**src/rtl/cov_upd_pkg.sv**
```systemverilog
package cov_upd_pkg;

    localparam int unsigned DIM_DEFAULT   = 159;
    localparam int unsigned LANES_DEFAULT = 4;
    localparam int unsigned DW_DEFAULT    = 32;

    // number of lane groups needed to cover one column
    function automatic int unsigned groups_per_col(input int unsigned dim,
                                                   input int unsigned lanes);
        return (dim + lanes - 1) / lanes;
    endfunction

    // width of a counter that must hold values 0 .. n-1 (at least 1 bit)
    function automatic int unsigned idx_width(input int unsigned n);
        return (n <= 2) ? 1 : $clog2(n);
    endfunction

endpackage

```
**src/rtl/cov_slot_decode.sv**
```systemverilog
module cov_slot_decode
    import cov_upd_pkg::*;
#(
    parameter  int unsigned DIM    = DIM_DEFAULT,
    parameter  int unsigned LANES  = LANES_DEFAULT,
    localparam int unsigned GROUPS = groups_per_col(DIM, LANES),
    localparam int unsigned CW     = idx_width(DIM),
    localparam int unsigned GW     = idx_width(GROUPS),
    localparam int unsigned AW     = idx_width(DIM * GROUPS)
) (
    input  logic             valid,
    input  logic [CW-1:0]    col,
    input  logic [GW-1:0]    grp,
    output logic [LANES-1:0] lane_ok,
    output logic [AW-1:0]    addr
);

    logic in_range;

    always_comb begin
        in_range = valid && (32'(col) < 32'(DIM)) && (32'(grp) < 32'(GROUPS));
        addr     = AW'(col) * AW'(GROUPS) + AW'(grp);
    end

    // a lane is live only if its row lies inside the matrix
    for (genvar j = 0; j < LANES; j++) begin : g_mask
        assign lane_ok[j] = in_range &&
                            ((32'(grp) * 32'(LANES) + 32'(j)) < 32'(DIM));
    end

endmodule

```
**src/rtl/cov_lane_rmw.sv**
```systemverilog
module cov_lane_rmw
    import cov_upd_pkg::*;
#(
    parameter int unsigned DW = DW_DEFAULT,
    parameter int unsigned AW = 13
) (
    input  logic          clk,
    input  logic          rst,
    input  logic          req_vld,
    input  logic [AW-1:0] req_addr,
    input  logic [DW-1:0] req_prod,
    output logic          rd_en,
    output logic [AW-1:0] rd_addr,
    input  logic [DW-1:0] rd_data,
    output logic          wr_en,
    output logic [AW-1:0] wr_addr,
    output logic [DW-1:0] wr_data
);

    typedef struct packed {
        logic          vld;
        logic [AW-1:0] addr;
        logic [DW-1:0] prod;
    } wait_stage_t;

    wait_stage_t wait_q;

    // prefetch goes out in the accept cycle
    assign rd_en   = req_vld;
    assign rd_addr = req_addr;

    // hold the product one cycle so it meets the returning old word
    always_ff @(posedge clk) begin
        if (rst) begin
            wait_q <= '0;
        end else begin
            wait_q.vld  <= req_vld;
            wait_q.addr <= req_addr;
            wait_q.prod <= req_prod;
        end
    end

    always_ff @(posedge clk) begin
        if (rst) begin
            wr_en   <= 1'b0;
            wr_addr <= '0;
            wr_data <= '0;
        end else begin
            wr_en   <= wait_q.vld;
            wr_addr <= wait_q.addr;
            wr_data <= rd_data - wait_q.prod;
        end
    end

endmodule

```
**src/rtl/cov_bank_writer.sv**
```systemverilog
module cov_bank_writer
    import cov_upd_pkg::*;
#(
    parameter  int unsigned DIM    = DIM_DEFAULT,
    parameter  int unsigned LANES  = LANES_DEFAULT,
    parameter  int unsigned DW     = DW_DEFAULT,
    localparam int unsigned GROUPS = groups_per_col(DIM, LANES),
    localparam int unsigned CW     = idx_width(DIM),
    localparam int unsigned GW     = idx_width(GROUPS),
    localparam int unsigned AW     = idx_width(DIM * GROUPS)
) (
    input  logic                clk,
    input  logic                rst,
    input  logic                in_valid,
    input  logic [CW-1:0]       in_col,
    input  logic [GW-1:0]       in_grp,
    input  logic [LANES*DW-1:0] in_prod,
    output logic [LANES-1:0]    bank_rd_en,
    output logic [LANES*AW-1:0] bank_rd_addr,
    input  logic [LANES*DW-1:0] bank_rd_data,
    output logic [LANES-1:0]    bank_wr_en,
    output logic [LANES*AW-1:0] bank_wr_addr,
    output logic [LANES*DW-1:0] bank_wr_data
);

    logic [LANES-1:0] lane_ok;
    logic [AW-1:0]    word_addr;

    cov_slot_decode #(
        .DIM   (DIM),
        .LANES (LANES)
    ) u_decode (
        .valid   (in_valid),
        .col     (in_col),
        .grp     (in_grp),
        .lane_ok (lane_ok),
        .addr    (word_addr)
    );

    // lane j is hard-wired to bank j: row 4s+j mod 4 == j
    for (genvar j = 0; j < LANES; j++) begin : g_lane
        cov_lane_rmw #(
            .DW (DW),
            .AW (AW)
        ) u_lane (
            .clk      (clk),
            .rst      (rst),
            .req_vld  (lane_ok[j]),
            .req_addr (word_addr),
            .req_prod (in_prod[j*DW +: DW]),
            .rd_en    (bank_rd_en[j]),
            .rd_addr  (bank_rd_addr[j*AW +: AW]),
            .rd_data  (bank_rd_data[j*DW +: DW]),
            .wr_en    (bank_wr_en[j]),
            .wr_addr  (bank_wr_addr[j*AW +: AW]),
            .wr_data  (bank_wr_data[j*DW +: DW])
        );
    end

endmodule

```
**config.mk**
```make
export PLATFORM = sky130hd
export DESIGN_NAME = cov_bank_writer
export DESIGN_NICKNAME = d
export VERILOG_FILES = /design/src/rtl/cov_upd_pkg.sv /design/src/rtl/cov_slot_decode.sv /design/src/rtl/cov_lane_rmw.sv /design/src/rtl/cov_bank_writer.sv
export SDC_FILE = /design/constraint.sdc
export NUM_CORES = 1
export LEC_CHECK = 0
export ABC_AREA = 1
export BUFFER_PORTS_ARGS = -buffer_cell sky130_fd_sc_hd__buf_2
export CAP_MARGIN = 20
export CORE_ASPECT_RATIO = 0.8
export CORE_MARGIN = 4
export CORE_UTILIZATION = 60
export DETAILED_ROUTE_END_ITERATION = 10
export PLACE_DENSITY_LB_ADDON = 0.15
export SYNTH_ARGS = -nofsm -noshare
export SYNTH_HDL_FRONTEND = slang
export SYNTH_HIERARCHICAL = 1
export SYNTH_SLANG_ARGS = --single-unit
export TNS_END_PERCENT = 10
```
**constraint.sdc**
```tcl
create_clock -name clk -period 3.63 [get_ports clk]
set_input_delay 0.1815 -clock clk [delete_from_list [all_inputs] [get_ports clk]]
set_output_delay 0.1815 -clock clk [all_outputs]
set_load 0.01 [all_outputs]
```
# Word level (Yosys, flattened, before mapping)
# Index checks and enable logic that the tools add are counted.
# totals
elab_cells,39
mem_bits_ro,0
latch_bits,0
ram_bits,0
in_bits,273
regBits,290
memories,0
# classes
shift,0
muxes,0
n_div,0
n_bitwise,0
n_lt_le_gt_ge,6
n_mul,1
add_sub_neg,8
n_reduce_logical,6
eq_ne,0
# ops
operator,n
32-bit subtractor,4
"32-bit by 8-bit less-than comparator with 1-bit output, second input constant",3
"8-bit by 2-bit adder with 9-bit output, second input constant",2
"8-bit less-than comparator, second input constant",2
13-bit by 6-bit adder with 13-bit output,1
"8-bit by 3-bit multiplier with 10-bit output, second input constant",1
"8-bit by 1-bit adder with 9-bit output, second input constant",1
1-bit logical AND,6
"6-bit less-than comparator, second input constant",1

# Logic depth before layout (Yosys ltp)
# logic_depth
depth_word,4
ltp_mapped,15
depth_no_buf,15

# Cells and area by module
# The synthesis kept the hierarchy.
# modules_own_cells
mod,seq_area_each_um2,cells_each,instances,area_per_inst_um2
cov_lane_rmw at g_lane[0].u_lane ...,1841.8,804,3,5132.4
cov_lane_rmw at g_lane[3].u_lane,1841.8,799,1,5129.9
cov_slot_decode,0.0,124,1,739.5

# Worst setup path before layout
# No wires, ideal clock.
# synth_path
path_type,input port to output port
startpoint,input port in_col[1]
endpoint,output port bank_rd_addr[10]
path_slack_ns,1.324
path_stages,10
required_ns,3.448
arrival_time_ns,2.125
cell_sequence,ha_1 > ha_1 > inv_1 > fa_1 > xnor2_2 > nand3_2 > nor2_2 > nor2_1 > nor2_1 > buf_4
# synth_via
elab_chain_len,2
# synth_rtl
item,line,text
start: declaration,cov_bank_writer.sv:15,"input logic [CW-1:0] in_col,"
8-bit by 3-bit multiplier with 10-bit output,cov_slot_decode.sv:22,addr = AW'(col) * AW'(GROUPS) + AW'(grp);
13-bit by 6-bit adder with 13-bit output,cov_slot_decode.sv:22,
end: declaration,cov_bank_writer.sv:19,"output logic [LANES*AW-1:0] bank_rd_addr,"
# No other way between the ends.

# Worst setup path after layout
# layout_path
startpoint,input port in_col[1]
endpoint,output port bank_rd_addr[23]
# The elaborated chain is that of the path after synthesis.

==> results.tsv <==
stage	metric	value	unit
worst_setup_path	Worst path top cell family by delay	adder cells	
pwr	Switch Pwr	3.88	mW
clocking	Post-CTS Resized	0	
sta	minimum clock period	3000	ps
route	TritonRoute pass-1 iters	6	
global_routing	busiest grt layer	met2	
worst_setup_path	worst path arrival time	2820	ps
pwr	LEAKAGE	15.8	nW
route	routed vias	22300	
logic_synthesis	cell count after synthesis	3335	
worst_setup_path	Critical Path Start Type	input pin	
pwr	power density over cell area	447	nW/um2
clocking	CTS tree	done	
finish	Final #Nets	4346	
logic_synthesis	synthesized area	21300	um2
sta	worst rel slew slack	29.7	%
sta	final setup fails	0	
die	die area	38500	um2
clocking	CTS HTree Levels	2	
worst_setup_path	Slowest-stage cell, CP	nor2_1	
logic_synthesis	Top FF cell, synth	dfxtp_1	
logic_synthesis	ys async rst share	0	%
global_routing	GR Layer Usage met3	7.00	%
pwr	register share of total power	38.5	%
sta	clk_skew	21.6	ps
run_status	failing checks	hold timing	
route	DRC violations left	0	
sta	setup_tns	0	ps
logic_synthesis	synthesized area per cell	6.38	um2
clocking	CTS clock-pin slew for the worst setup and hold paths	70	ps
worst_setup_path	Worst Path Class, Setup	input pin to output pin	
sta	number of hold violations in the final report	1	
worst_setup_path	Setup crit end kind	output pin	
sta	WHS	-0.617	ps
worst_hold_path	Hold Crit Class	input pin to register	
clocking	cts bufs inserted	38	
clocking	CTS Hold Bufs	132	
clocking	Post-CTS Setup Repair Bufs	0	
sta	Max Fclk	0.333	GHz
global_routing	gr usage total	36.7	%
pwr	Comb power frac	26.9	%
die	Top Ports	513	
route	wire per inst	16.6	um
route	Total Wirelength	73500	um
placed_design	number of port buffers	512	
logic_synthesis	sequential share of the synthesized area	34.6	%
global_routing	number of global-route vias before repair	21800	
finish	area delta synth->final	24.4	%
clocking	clock sink count	368	
clocking	Clock Latency Late Sink	540	ps
logic_synthesis	synth warn	6	
placed_design	GP Congestion	0.969	
clocking	Clock Path Buffers	3	
run_status	outcome	finished with violations	
global_routing	met2 Track Usage GR	62.9	%
global_routing	largest net degree at the start of global routing	83	
logic_synthesis	Synth Register Bits	368	
global_routing	initial antenna violation count	3	
global_routing	first-pass GRT wire length	112000	um
global_routing	aggregate global routing overflow	0	
route	vias per cell	5.04	
die	Die W	218	um
worst_setup_path	ordered cell list for the critical path	buf_2, ha_1, ha_1, inv_1, fa_1, xnor2_2, nand3_2, nor2_2, nor2_1, nor2_1, buf_2	
logic_synthesis	Netlist cell types	36	
global_routing	global routing usage on met1	44.5	%
die	Initial Util	61.0	%
pwr	Cell Int Power	7.93	mW
die	core area	34900	um2
worst_setup_path	Max stage delay on crit path	620	ps
die	FP Rows	61	
placed_design	DP Wirelength	53600	um
logic_synthesis	number of synthesized flops with an enable pin	0	
worst_setup_path	CP max FO	8	
logic_synthesis	syn nets	3753	
die	die extent in y	176	um
sta	Final Cycle Share	82.7	%
worst_setup_path	worst endpoint required time	3450	ps
pwr	worst vdd ir	0.618	mV
sta	RSZ-0062 raised after global routing	no	
sta	Worst-Margin Slew	1050	ps
route	drt initial violations	2016	
pwr	clock share of power	34.6	%
finish	layout cells sized above 1	18.0	%
clocking	root buffer cell	clkbuf_16	
sta	max-slew violation count	0	
pwr	Sw Share	32.9	%
route	Detail Route Antenna Nets	0	
worst_setup_path	worst path buffer plus inverter count	3	
flow_run	Max-Cap Viols	0	
[Yosys cell counts (all sizes together) (2+ instances only)]
library cell  count  area, um2
a21o              4       30.0
a21oi           167        851
and2             31        194
and3              8       50.1
buf              87        569
clkbuf           12       75.1
dfxtp           368       7370
fa                6        120
ha              139       1740
inv             845       3170
nand2           915       3580
nand3           125        736
nand4            23        144
nor2            500       1920
nor3             29        244
o21a              5       37.5
o21ai            48        240
o21bai           12        105
xnor2             2       25.0
xor2              6       52.6
[metal layers]
metal / routed length [um] / vias up
met1: 29100 / 9994
met3: 6320 / 259
met5: 0 / -
met2: 34200 / 1131
li1: - / 10900
met4: 3930 / 0
[placed cells by master, fill, tap and decap left out, drive strengths merged]
| cell | n |
|---|---|
| nand2 | 915 |
| inv | 849 |
| buf | 520 |
| nor2 | 500 |
| dfxtp | 368 |
| a21oi | 167 |
| ha | 139 |
| dlygate4sd3 | 132 |
| nand3 | 125 |
| clkbuf | 52 |
| o21ai | 48 |
| and2 | 31 |
| nor3 | 29 |
| nand4 | 23 |
| o21bai | 12 |
| and3 | 8 |
| xor2 | 6 |
| fa | 6 |
| o21a | 5 |
| bufinv | 4 |
| a21o | 4 |
| clkinv | 4 |
| diode | 3 |
| clkinvlp | 2 |
| xnor2 | 2 |
| nand3b | 1 |
| nor3b | 1 |
[area by class of cell]
type	instances	area, um2
Clock buffer	52	1080
Timing Repair Buffer	652	3950
Inverter	846	3180
Clock inverter	13	191
Sequential cell	368	7370
Fill cell	2624	8430
Tap cell	472	591
Antenna cell	3	7.51
Multi-Input combinational cell	2022	10100
[final timing paths]
path                               startpoint                      endpoint  slack, ps  cells after the start
setup / recovery                    in_col[1]              bank_rd_addr[23]        630                     11
hold / removal                            rst   g_lane[3].u_lane/wr_data[0]       -0.6                      2
hold reg to reg   g_lane[3].u_lane/wait_q[37]   g_lane[3].u_lane/wr_addr[5]        400                      2
setup reg to reg   g_lane[3].u_lane/wait_q[0]  g_lane[3].u_lane/wr_data[28]       1490                     10
[cell families (layout without fill, tap and decap cells)]
group | count (synthesis) | in the layout | synth area share [%]
adder cells (fa/ha/maj) | 145 | 145 | 8.74
XOR/XNOR | 8 | 8 | 0.365
AO/OA/AOI/OAI | 236 | 236 | 5.94
buffers and inverters | 945 | 1563 | 18.0
other | 0 | 3 | 0
flip-flops | 368 | 368 | 34.6
AND/OR/NAND/NOR | 1633 | 1633 | 32.3
[power groups by stage]
stage	logic [mW]	registers, mW	clock network, mW
after floorplan	1.90	4.69	0
after global placement	2.89	4.62	0
after detailed placement	2.94	4.62	0
after CTS	3.08	4.54	4.09
after global routing	3.50	4.57	4.32
final	3.18	4.55	4.09
[worst reg2reg max path, stage by stage, from the launching register on]
cell and delay, ps:
dfxtp_1 340, ha_1 230, fa_1 440, inv_1 130, nand3_1 80, nand3_1 160, nand3_1 100, nand3_1 200
nand2_1 110, a21oi_1 170, nor2_1 70
[flip-flops by register name, indices dropped and copies added, names as in the netlist]
name,flops
g_lane.u_lane/wr_addr,52
g_lane.u_lane/wr_data,128
g_lane.u_lane/wait_q,184
g_lane.u_lane/wr_en,4
[metrics by stage]
stage	setup WS (ps)	utilization (%)	cell area, um2	std cells	power [mW]
after floorplan	1320	-	21300	3335	6.59
after global placement	775	68.4	23800	4228	7.50
after detailed placement	705	68.4	23800	4228	7.57
after CTS	704	75.8	26400	4425	11.7
after global routing	466	75.8	26500	4428	12.4
final	628	75.8	26500	4428	11.8
Power figures use the tool's default switching activity.
